## src/rtl/iows_pkg.sv

```systemverilog
// Package: shared sizes and the sequencer state type for the I/O
// wait-state generator. Assumes a 14-bit external bus and an 11-bit I/O space.
package iows_pkg;
    localparam int IO_ADDR_W  = 11;
    localparam int BUS_ADDR_W = 14;
    localparam int IO_DATA_W  = 16;
    localparam int WAIT_W     = 3;
    localparam int N_REGION   = 4;
    localparam int REGION_W   = $clog2(N_REGION);

    typedef enum logic {
        ST_IDLE   = 1'b0,
        ST_STROBE = 1'b1
    } iows_state_e;
endpackage

```

## src/rtl/iows_regfile.sv

```systemverilog
// Module: bank of per-region wait registers.
// Assumes writes are single-cycle and have priority over nothing else.
// Every register resets to its maximum value, the slowest timing.
module iows_regfile #(
    parameter int N_REG  = 4,
    parameter int WAIT_W = 3,
    localparam int SEL_W = $clog2(N_REG)
) (
    input  logic                      clk,
    input  logic                      rst_n,
    input  logic                      cfg_we,
    input  logic [SEL_W-1:0]          cfg_sel,
    input  logic [WAIT_W-1:0]         cfg_wdata,
    output logic [N_REG*WAIT_W-1:0]   wait_flat
);
    localparam logic [WAIT_W-1:0] RESET_VAL = {WAIT_W{1'b1}};

    genvar gi;
    generate
        for (gi = 0; gi < N_REG; gi++) begin : g_reg
            // Load one wait register when it is addressed by the config port.
            always_ff @(posedge clk) begin
                if (!rst_n)
                    wait_flat[gi*WAIT_W +: WAIT_W] <= RESET_VAL;
                else if (cfg_we && (cfg_sel == SEL_W'(gi)))
                    wait_flat[gi*WAIT_W +: WAIT_W] <= cfg_wdata;
            end
        end
    endgenerate

    // the first cycle out of reset sees every register at its maximum.
    assert_reset_max_R1: assert property (@(posedge clk) disable iff (!rst_n)
        $rose(rst_n) |-> (wait_flat == {N_REG{RESET_VAL}}));

    // a config write lands in the addressed register on the next cycle.
    assert_cfg_write_R10: assert property (@(posedge clk) disable iff (!rst_n)
        (cfg_we && cfg_sel == '0) |=> (wait_flat[WAIT_W-1:0] == $past(cfg_wdata)));
endmodule

```

## src/rtl/iows_decode.sv

```systemverilog
// Module: region decoder. The top address bits pick one of the equal-size
// regions, and the matching wait value is muxed out. Purely combinational.
module iows_decode #(
    parameter int ADDR_W = 11,
    parameter int N_REG  = 4,
    parameter int WAIT_W = 3,
    localparam int SEL_W = $clog2(N_REG)
) (
    input  logic [ADDR_W-1:0]        addr,
    input  logic [N_REG*WAIT_W-1:0]  wait_flat,
    output logic [SEL_W-1:0]         region,
    output logic [WAIT_W-1:0]        wait_sel
);
    // Take the region index from the address MSBs and pick its wait value.
    always_comb begin
        region   = addr[ADDR_W-1 -: SEL_W];
        wait_sel = wait_flat[region*WAIT_W +: WAIT_W];
    end
endmodule

```

## src/rtl/iows_seq.sv

```systemverilog
// Module: access sequencer. It accepts a request only when idle, latches
// address, data, direction and wait count, and drives the strobes for
// count+1 cycles. done is raised in the last cycle, where read data is
// captured. Assumes bus_din is valid in the final strobe cycle.
module iows_seq
    import iows_pkg::*;
#(
    parameter int ADDR_W     = 11,
    parameter int BUS_AW     = 14,
    parameter int DATA_W     = 16,
    parameter int WAIT_W     = 3
) (
    input  logic               clk,
    input  logic               rst_n,
    input  logic               req_valid,
    input  logic               req_write,
    input  logic [ADDR_W-1:0]  req_addr,
    input  logic [DATA_W-1:0]  req_wdata,
    input  logic [WAIT_W-1:0]  wait_sel,
    input  logic [DATA_W-1:0]  bus_din,
    output logic               busy,
    output logic               done,
    output logic [DATA_W-1:0]  rd_data,
    output logic [BUS_AW-1:0]  bus_addr,
    output logic               bus_sel,
    output logic               bus_rd,
    output logic               bus_wr,
    output logic [DATA_W-1:0]  bus_dout
);
    iows_state_e         state;
    logic [WAIT_W-1:0]   cnt;
    logic [ADDR_W-1:0]   addr_q;
    logic [DATA_W-1:0]   wdata_q;
    logic                write_q;
    logic                active;
    logic                last;

    // Decode the current phase of the access.
    always_comb begin
        active = (state == ST_STROBE);
        last   = active && (cnt == '0);
    end

    // Step the state and count; latch the request when accepting.
    always_ff @(posedge clk) begin
        if (!rst_n) begin
            state   <= ST_IDLE;
            cnt     <= '0;
            addr_q  <= '0;
            wdata_q <= '0;
            write_q <= 1'b0;
        end else begin
            case (state)
                ST_IDLE: begin
                    if (req_valid) begin
                        state   <= ST_STROBE;
                        cnt     <= wait_sel;
                        addr_q  <= req_addr;
                        wdata_q <= req_wdata;
                        write_q <= req_write;
                    end
                end
                default: begin
                    if (cnt == '0)
                        state <= ST_IDLE;
                    else
                        cnt <= cnt - 1'b1;
                end
            endcase
        end
    end

    // Capture the read word at the end of the final strobe cycle.
    always_ff @(posedge clk) begin
        if (!rst_n)
            rd_data <= '0;
        else if (last && !write_q)
            rd_data <= bus_din;
    end

    // Drive the bus strobes, address and write data from the latched request.
    always_comb begin
        busy     = active;
        done     = last;
        bus_sel  = active;
        bus_rd   = active && !write_q;
        bus_wr   = active && write_q;
        bus_addr = active ? {{(BUS_AW-ADDR_W){1'b0}}, addr_q} : '0;
        bus_dout = (active && write_q) ? wdata_q : '0;
    end

    // done only ever appears inside a strobe.
    assert_done_in_strobe_R3: assert property (@(posedge clk) disable iff (!rst_n)
        done |-> bus_sel);

    // the strobe drops in the cycle right after done.
    assert_strobe_ends_R3: assert property (@(posedge clk) disable iff (!rst_n)
        done |=> !bus_sel);

    // the latched count falls by one each non-final strobe cycle.
    assert_count_step_R8: assert property (@(posedge clk) disable iff (!rst_n)
        (active && cnt != '0) |=> (active && cnt == $past(cnt) - 1'b1));

    // the address does not move within an access.
    assert_addr_stable_R4: assert property (@(posedge clk) disable iff (!rst_n)
        (bus_sel && !done) |=> $stable(bus_addr));

    // the read and write strobes are never high together.
    assert_rw_exclusive_R5: assert property (@(posedge clk) disable iff (!rst_n)
        !(bus_rd && bus_wr));

    // with no request while idle, no strobe starts.
    assert_no_spurious_R7: assert property (@(posedge clk) disable iff (!rst_n)
        (!busy && !req_valid) |=> !bus_sel);
endmodule

```

## src/rtl/iows_top.sv

```systemverilog
// Module: top of the I/O wait-state generator. Ties the wait register bank,
// the region decoder and the access sequencer together.
// Assumes one requester and a synchronous peripheral bus.
module iows_top
    import iows_pkg::*;
(
    input  logic                   clk,
    input  logic                   rst_n,
    input  logic                   cfg_we,
    input  logic [REGION_W-1:0]    cfg_sel,
    input  logic [WAIT_W-1:0]      cfg_wdata,
    input  logic                   req_valid,
    input  logic                   req_write,
    input  logic [IO_ADDR_W-1:0]   req_addr,
    input  logic [IO_DATA_W-1:0]   req_wdata,
    output logic                   busy,
    output logic                   done,
    output logic [IO_DATA_W-1:0]   rd_data,
    output logic [BUS_ADDR_W-1:0]  bus_addr,
    output logic                   bus_sel,
    output logic                   bus_rd,
    output logic                   bus_wr,
    output logic [IO_DATA_W-1:0]   bus_dout,
    input  logic [IO_DATA_W-1:0]   bus_din
);
    logic [N_REGION*WAIT_W-1:0] wait_flat;
    logic [REGION_W-1:0]        region;
    logic [WAIT_W-1:0]          wait_sel;

    iows_regfile #(.N_REG(N_REGION), .WAIT_W(WAIT_W)) u_regs (
        .clk       (clk),
        .rst_n     (rst_n),
        .cfg_we    (cfg_we),
        .cfg_sel   (cfg_sel),
        .cfg_wdata (cfg_wdata),
        .wait_flat (wait_flat)
    );

    iows_decode #(.ADDR_W(IO_ADDR_W), .N_REG(N_REGION), .WAIT_W(WAIT_W)) u_dec (
        .addr      (req_addr),
        .wait_flat (wait_flat),
        .region    (region),
        .wait_sel  (wait_sel)
    );

    iows_seq #(.ADDR_W(IO_ADDR_W), .BUS_AW(BUS_ADDR_W),
               .DATA_W(IO_DATA_W), .WAIT_W(WAIT_W)) u_seq (
        .clk       (clk),
        .rst_n     (rst_n),
        .req_valid (req_valid),
        .req_write (req_write),
        .req_addr  (req_addr),
        .req_wdata (req_wdata),
        .wait_sel  (wait_sel),
        .bus_din   (bus_din),
        .busy      (busy),
        .done      (done),
        .rd_data   (rd_data),
        .bus_addr  (bus_addr),
        .bus_sel   (bus_sel),
        .bus_rd    (bus_rd),
        .bus_wr    (bus_wr),
        .bus_dout  (bus_dout)
    );

    // region index matches the address MSBs on any request.
    assert_region_R2: assert property (@(posedge clk) disable iff (!rst_n)
        req_valid |-> (region == req_addr[IO_ADDR_W-1 -: REGION_W]));
endmodule

```

## config.mk

```make
export PLATFORM = sky130hd
export DESIGN_NAME = iows_top
export DESIGN_NICKNAME = d
export VERILOG_FILES = /design/src/rtl/iows_pkg.sv /design/src/rtl/iows_regfile.sv /design/src/rtl/iows_decode.sv /design/src/rtl/iows_seq.sv /design/src/rtl/iows_top.sv
export SDC_FILE = /design/constraint.sdc
export NUM_CORES = 1
export LEC_CHECK = 0
export BUFFER_PORTS_ARGS = -buffer_cell sky130_fd_sc_hd__buf_2
export CORE_MARGIN = 2
export CORE_UTILIZATION = 40
export CTS_CLUSTER_DIAMETER = 80
export DETAILED_ROUTE_END_ITERATION = 6
export PLACE_DENSITY = 0.74
export SLEW_MARGIN = 20
export SYNTH_ARGS = -nofsm -noshare
export SYNTH_HDL_FRONTEND = slang
export SYNTH_SLANG_ARGS = --single-unit
```

## constraint.sdc

```tcl
create_clock -name clk -period 1.8 [get_ports clk]
set_input_delay 0.09 -clock clk [delete_from_list [all_inputs] [get_ports clk]]
set_output_delay 0.09 -clock clk [all_outputs]
set_load 0.05 [all_outputs]
```

## Word level (Yosys, flattened, before mapping)

Cells that the tools add are included.

| operators by class | value |
|---|---|
| $add $sub $neg | 1 |
| multiply operators | 1 |
| equality and inequality tests | 4 |
| shift operators | 1 |
| multiplexer cells | 8 |
| bitwise gates (word level) | 1 |
| reductions and logical operators | 14 |

Operators by type and width:

| operator | count |
|---|---|
| 16-bit 2-to-1 mux | 1 |
| 12-bit by 5-bit variable part select with 3-bit output | 1 |
| 11-bit 2-to-1 mux | 1 |
| 3-bit 2-to-1 mux | 3 |
| 1-bit logical AND | 8 |
| 2-bit == test (second input constant) | 2 |
| 2-bit by 2-bit multiplier with 4-bit output (second input constant) | 1 |
| 2-bit AND reduction | 2 |
| 3-bit logical NOT | 1 |
| 1-bit 2-to-1 mux | 3 |
| 3-bit by 1-bit subtractor with 3-bit output (second input constant) | 1 |
| 2-bit by 1-bit == test with 1-bit output (second input constant) | 1 |
| 2-bit logical NOT | 1 |
| 2-bit != test (second input constant) | 1 |
| 2-bit nonzero test | 1 |
| 1-bit logical NOT | 1 |
| 1-bit NOT | 1 |

| word-level totals | value |
|---|---|
| bits in registers | 60 |
| bits of input ports | 53 |
| output and inout port bits | 51 |
| word-level logic and storage cells | 40 |

## Longest topological paths before layout

Gate-level depths: netlist (run 1).

| depth | value |
|---|---|
| depth in word-level cells | 4 |
| mapped depth | 7 |
| mapped depth without buffers | 5 |

## Cells and area by module

From an unflattened synthesis (run 1), not the netlist that was laid out.

| unflattened totals | value |
|---|---|
| cells, all modules | 309 |
| area, all modules | 2705.1 um2 |

Modules (own cells, without submodules):

| module | times used | cells an instance | area an instance (um2) | sequential area each (um2) |
|---|---|---|---|---|
| iows_seq | 1 | 260 | 2113.3 | 960.9 |
| iows_regfile | 1 | 44 | 498.0 | 240.2 |
| iows_decode | 1 | 5 | 93.8 | 0.0 |

## Worst setup path before layout (run 1)

No wires, ideal clock.

| path | value |
|---|---|
| path type | register to output |
| from | reg u_seq.state, in the netlist u_seq.bus_sel |
| to | out bus_rd |
| arrival time | 1939 ps |
| required time | 1710 ps |
| setup slack | -229 ps |
| cell stages (with the launch flop) | 4 |
| buffers on the path | 2 |
| cell sequence | dfxtp_1 buf_4 clkbuf_1 nor2b_1 |

| on the way | value |
|---|---|
| cells in the longest elaborated chain, start to end | 1 |

RTL lines:

| what | line | RTL |
|---|---|---|
| start: declaration | iows_seq.sv:30 | `iows_state_e state;` |
| start signal: assignment | iows_seq.sv:47 | `state <= ST_IDLE;` |
| start signal: assignment | iows_seq.sv:56 | `state <= ST_STROBE;` |
| start signal: assignment | iows_seq.sv:65 | `state <= ST_IDLE;` |
| 1-bit logical AND | iows_seq.sv:86 | `bus_rd = active && !write_q;` |
| end: declaration | iows_top.sv:21 | `output logic bus_rd,` |

Every way passes these cells.

## Worst setup path in the final report (run 1)

| path | value |
|---|---|
| from | reg u_seq.state, in the netlist u_seq.bus_sel |
| to | out done |

| on the way | value |
|---|---|
| cells in the longest elaborated chain, start to end | 1 |

RTL lines:

| what | line | RTL |
|---|---|---|
| 1-bit logical AND | iows_seq.sv:41 | `last = active && (cnt == '0);` |
| end: declaration | iows_top.sv:17 | `output logic done,` |

Every way passes these cells.

==> summary.txt, run 1 <==
Synth
  • Ys Warns: 0
  • Top-count cell post-synth: nand2_1
  • Post-synth ARST share: 0%
  • Most used DFF post-synth: dfxtp_1
  • Yosys top cell area share: 45.9%
  • Dominant cells by area after synthesis: dfxtp_1 46%, nand2_1 13%, a21oi_1 6.7%
  • Register area share after synthesis: 45.9%
  • Cell variety after synth: 35
  • Flops & latches, synth: 60
  • Post-Syn Instances: 313
  • Post-Syn Area: 0.00262 mm2
  • Synth top cells by count: 91 x nand2_1, 60 x dfxtp_1, 35 x a21oi_1
  • Post-synth EDFFs: 0
  • Synth area leader: dfxtp_1
  • Syn Area/Cell: 8.36 um2

Worst setup path
  • Reg2Reg Launch Point: u_seq.bus_sel
  • Crit. End Element: primary output
  • WP data arrival: 1490 ps
  • Worst-path cell chain: buf_4 -> and3b_1 -> buf_2
  • Critical path origin: u_seq.bus_sel
  • Type of origin of the critical path: register
  • CP required: 1710 ps
  • Crit-path slowest cell: dfxtp_1
  • R2R depth: 5
  • Setup slack, reg-to-reg: 410 ps
  • Largest stage delay on the critical path: 330 ps
  • Crit path max fanout: 32
  • Crit path kind: register to primary output
  • CP delay by family, top: buffers and inverters
  • Worst r2r dst: u_seq.rd_data[3]
  • Worst path buffer plus inverter count: 2

Detailed routing
  • WL final: 6.69 mm
  • Total number of vias: 2582
  • Post-route ant nets: 0
  • Via density: 4.84
  • Initial DRT Pass Iterations: 4
  • WL per Instance: 12.5 um
  • DRC Markers: 0
  • DR iter-0 viols: 69

Clock network
  • H-tree Lvls: 3
  • CTS resizes: 0
  • Worst-path clk slew: 70 ps
  • CTS tree: built
  • # hold bufs at CTS: 42
  • Clk sinks: 60
  • Postcts setup bufs: 0
  • CTS buffer count: 9
  • Latest clock arrival within the worst-skew pair: 340 ps
  • Root Buffer: clkbuf_8
  • CTS Buffer Depth: 2

Worst hold path
  • Worst Hold End: u_regs.wait_flat[7]
  • Hold depth: 3
  • Worst Hold Class: input port to register
  • HP Start: cfg_wdata[1]

Floorplanning
  • Die Y: 84.9 um
  • Die area: 0.00721 mm2
  • Ports: 104
  • Starting Density: 41.2%
  • Core Region: 0.00635 mm2
  • Die Wd: 84.9 um
  • Row count: 29

Placement
  • Buffers on Ports: 100
  • Place WS: 434 ps
  • Placer's final routability congestion estimate: 0.799
  • HPWL after DPL: 4.22 mm
  • Placed Instance Area: 0.00316 mm2

STA
  • Period utilisation layout: 87.6%
  • RSZ-0062 raised after global routing: no
  • Fin Setup TNS: 0 ps
  • Final hold vios: 0
  • Final setup vio count: 0
  • Fmax: 634 MHz
  • Final-report max-slew violation count: 0
  • Fin crit period: 1580 ps
  • Final WS setup: 224 ps
  • Clock Skews: 9.73 ps
  • Hold_ws: 27.8 ps

Global route
  • Vias in the first global route: 2512
  • Pin count of the biggest net entering global routing: 33
  • Antenna violations before repair: 0
  • Global route overflow: 0
  • First-pass GRT wire length: 11.0 mm
  • GR Util All Layers: 19.2%

Outcome
  • Status: complete, no violations

Power
  • Static leakage: 1.80 nW
  • VDD IR max: 0.000644 V
  • Pwr Density: 835 mW/mm2

Job
  • # Max-Cap Violations: 0

Final layout
  • Final instance area: 0.00375 mm2
  • N_diodes: 0
  • Area Overhead vs Synth: 43.1%
  • Share of layout cells above drive strength 1: 32.6%
  • Nets@finish: 508
==> through the flow <==
stage	util, %	power, mW	std cells
detailed placement	49.7	2.03	477
global placement	49.7	2.02	477
CTS	59.0	3.16	534
finish	59.0	3.13	534
floorplan	-	1.88	315
global route	59.0	3.30	534
==> cell type report <==
type	count	area, um2
Tap cell	77	96.3
Sequential cell	60	1200
Timing Repair Buffer	153	1000
Fill cell	536	2600
Clock inverter	2	10.0
Clock buffer	13	159
Multi-Input combinational cell	226	1260
Inverter	3	11.3
==> how the worst max path moves through the flow <==
stage / cells after the start / slack, ps / endpoint
2_1_floorplan: 3 / 10 / bus_rd
3_3_place_gp: 6 / 500 / u_seq.rd_data[1]
3_5_place_dp: 6 / 430 / u_seq.rd_data[3]
4_1_cts: 3 / 210 / done
5_1_grt: 4 / 130 / done
6_report: 3 / 220 / done
==> power by group <==
group | total [mW] | switching [mW] | internal [mW]
sequential | 1.44 | 0.0352 | 1.41
combinational | 0.632 | 0.386 | 0.246
clock | 1.06 | 0.493 | 0.563
total | 3.13 | 0.914 | 2.22
==> registers in the layout, indices dropped and copies added (netlist names) <==
register          count
u_seq.rd_data        16
u_seq.wdata_q        16
u_regs.wait_flat     12
u_seq.addr_q         11
u_seq.cnt             3
u_seq.bus_sel         1
u_seq.write_q         1
==> logic make-up (layout without fill, tap and decap cells) <==
logic type,count (synthesis),count (layout),share of synthesized area (%)
other,1,3,0.143
buffers and inverters,29,171,6.17
AOI/OAI and AO/OA,53,53,12.2
and+or+nand+nor,150,150,27.6
DFF,60,60,45.9
adders and majority gates,2,2,0.956
muxes,18,18,6.98
==> cell usage in the layout, fill, tap and decap left out, types with 2 or more instances in the layout <==
cell type,n
and2_1,12
and3_1,16
buf_2,100
conb_1,3
dfxtp_1,60
o311a_1,2
nand3b_1,2
a21oi_2,10
nor2_1,4
a31oi_1,3
buf_4,11
clkbuf_8,11
nor2b_2,2
nand2_1,91
nor3_1,2
nand3_1,3
nand2b_1,3
nand2_2,10
clkbuf_1,2
o21ai_0,2
clkinv_2,2
ha_1,2
inv_1,2
dlygate4sd3_1,42
mux2i_1,16
a21oi_1,35
==> layer usage <==
metal,global-route usage [%],part of all wire (%),vias up
li1,-,-,1308
met1,20.9,43,1181
met2,34.1,49,84
met3,7.20,6.7,9
met4,6.49,1.1,0
met5,0,0,-
==> worst register-to-register path, cell delays in order (launching register included) <==
cell and delay (ps):
dfxtp_1 330, buf_4 280, and4bb_1 240, buf_4 250, nand2_1 100, a21oi_1 120
(Power assumes the default switching activity.)
==> run 2: changes to the inputs <==
--- a/config.mk
+++ b/config.mk
@@ -8,7 +8,6 @@
 export BUFFER_PORTS_ARGS = -buffer_cell sky130_fd_sc_hd__buf_2
 export CORE_MARGIN = 2
 export CORE_UTILIZATION = 40
-export CTS_CLUSTER_DIAMETER = 80
 export DETAILED_ROUTE_END_ITERATION = 6
 export PLACE_DENSITY = 0.74
 export SLEW_MARGIN = 20
==> constraint.sdc (replaced) <==
create_clock -name clk -period 1.8 [get_ports clk]
set_input_delay 0.09 -clock clk [delete_from_list [all_inputs] [get_ports clk]]
set_output_delay 0.09 -clock clk [all_outputs]
set_load 0.1 [all_outputs]
==> run 2 against run 1 <==
  * Sequential share of layout area decreased by 2.8 points
  * Critical endpoint is now bus_wr
  * Utilization rose by 5.9 points
  * Combinational power rose by 22%
  * Die area stayed put
  * Critical path type unchanged
  * Global-route usage increased by 0.62 points
  * Register-to-register slack got worse by 40 ps
  * Clock power grew 25%
==> summary.txt, run 2 (synthesized netlist as in run 1, its figures left out) <==
Final layout
  • Area Overhead vs Synth: 57.5%
  • Share of layout cells above drive strength 1: 39.3% (+6.7 points)
  • Final instance area: 0.00412 mm2 (+10%)
  • Most frequent cells in the layout: 91 x nand2_1, 81 x buf_2, 59 x dfxtp_1
  • Nets@finish: 506 (-0.39%)
  • N_diodes: 0 (unchanged)
  • Leading cell type in the layout, fill and taps excluded: nand2_1
  • Top flop regs: u_seq.rd_data: 16 flops, u_seq.wdata_q: 16 flops, u_regs.wait_flat: 12 flops

Placement
  • Buffers on Ports: 100 (unchanged)
  • Placer's final routability congestion estimate: 0.792 (-0.84%)
  • HPWL after DPL: 4.41 mm (+4.7%)
  • Place WS: 257 ps (-177 ps)
  • Placed Instance Area: 0.00348 mm2 (+10%)

Power
  • Static leakage: 1.88 nW (+3.9%)
  • Pwr Density: 864 mW/mm2 (+3.4%)
  • VDD IR max: 0.000754 V (+17%)
  • Total power: 3.56 mW (+14%)

Job
  • # Max-Cap Violations: 0 (unchanged)

Worst setup path
  • R2R depth: 6 (+1)
  • Crit path kind: register to primary output
  • Reg2Reg Launch Point: u_seq.cnt[0]
  • Worst r2r dst: u_seq.rd_data[4]
  • CP Capture Point: bus_wr
  • Type of origin of the critical path: register
  • Setup slack, reg-to-reg: 370 ps (-40 ps)
  • Critical path origin: u_seq.write_q
  • CP required: 1710 ps (about the same)
  • WP data arrival: 1550 ps (+60 ps)
  • Crit. End Element: primary output
  • Crit path max fanout: 16 (-50%)

Clock network
  • CTS tree: built
  • Root Buffer: clkbuf_8
  • CTS Buffer Depth: 2 (unchanged)
  • H-tree Lvls: 3 (unchanged)
  • Worst-path clk slew: 60 ps (about the same)
  • Latest clock arrival within the worst-skew pair: 330 ps (about the same)
  • CTS buffer count: 9 (unchanged)
  • Postcts setup bufs: 0 (unchanged)
  • Clk sinks: 60 (unchanged)

Detailed routing
  • DRC Markers: 0 (unchanged)
  • Initial DRT Pass Iterations: 4 (unchanged)
  • Post-route ant nets: 0 (unchanged)
  • WL per Instance: 12.9 um (+2.8%)
  • DR iter-0 viols: 68 (-1.4%)
  • Via density: 4.85 (+0.27%)
  • WL final: 6.87 mm (+2.6%)
  • Total number of vias: 2584 (+0.077%)

STA
  • Period utilisation layout: 91.0% (+3.4 points)
  • RSZ-0062 raised after global routing: no
  • Clock Skews: 5.93 ps (-3.80 ps)
  • Final setup vio count: 0 (unchanged)
  • Final WS setup: 162 ps (-61.9 ps)
  • Final-report max-slew violation count: 0 (unchanged)
  • Fmax: 610 MHz (-3.8%)
  • Hold_ws: 21.6 ps (-6.20 ps)
  • Final hold vios: 0 (unchanged)
  • Fin crit period: 1640 ps (+61.9 ps)

Floorplanning
  • Core Region: 0.00635 mm2 (unchanged)
  • Starting Density: 41.2% (unchanged)
  • Die Y: 84.9 um (unchanged)
  • Row count: 29 (unchanged)
  • Ports: 104 (unchanged)
  • Die area: 0.00721 mm2 (unchanged)
  • Die Wd: 84.9 um (unchanged)

Worst hold path
  • Worst Hold Class: input port to register

Outcome
  • Status: complete, no violations

Global route
  • First-pass GRT wire length: 11.4 mm (+3.7%)
  • Vias in the first global route: 2514 (+0.080%)
  • Antenna violations before repair: 0 (unchanged)
  • Global route overflow: 0 (unchanged)
  • Pin count of the biggest net entering global routing: 43 (+30%)
  • GR Util All Layers: 19.8% (+0.62 points)
## run 2: layout make-up
type | count | area [um2]
Clock buffer | 11 | 141
Clock inverter | 5 | 75.1
Multi-Input combinational cell | 226 | 1310
Timing Repair Buffer | 151 | 1290
Tap cell | 77 | 96.3
Inverter | 3 | 11.3
Sequential cell | 60 | 1200
Fill cell | 503 | 2230
## run 2: worst min path at each step
stage                       from                    to  slack (ps)  cells past startpoint
finish              cfg_wdata[1]   u_regs.wait_flat[7]          20                      3
global route        cfg_wdata[2]   u_regs.wait_flat[8]          20                      3
CTS                 cfg_wdata[2]   u_regs.wait_flat[5]           3                      3
detailed placement    bus_din[1]      u_seq.rd_data[1]         340                      3
global placement      bus_din[8]      u_seq.rd_data[8]         330                      3
floorplan                  rst_n  u_regs.wait_flat[11]         150                      1
## run 2: timing repair
item | CTS | global route
endpoints found under the hold margin | 42 | 0
hold buffers | 42 | 0
endpoints found under the setup margin | 11 | 0
gates resized for setup | 1 | 0
## run 2: metal layers
metal / up-vias / part of all wire [%] / GRT usage, % / wire [um]
met1: 1195 / 42 / 22.7 / 2870
li1: 1301 / - / - / -
met2: 78 / 51 / 34.9 / 3500
met3: 10 / 5.2 / 5.16 / 360
met4: 0 / 1.9 / 8.08 / 133
met5: - / 0 / 0 / 0
## run 2: report_power, final
group	switching (mW)	leakage (nW)	internal (mW)
Clock	0.510	0.113	0.810
Combinational	0.511	1.27	0.264
Sequential	0.0593	0.492	1.41
## run 2: critical path, stage by stage (launching register included)
cell and delay (ps):
dfxtp_1 580, and2_2 220, buf_2 410
## run 2: stage by stage
step	instances	setup TNS (ps)	utilization [%]
floorplan	315	-20.2	-
global placement	475	0	54.8
detailed placement	475	0	54.8
CTS	533	0	64.9
global route	533	0	64.9
finish	533	0	64.9
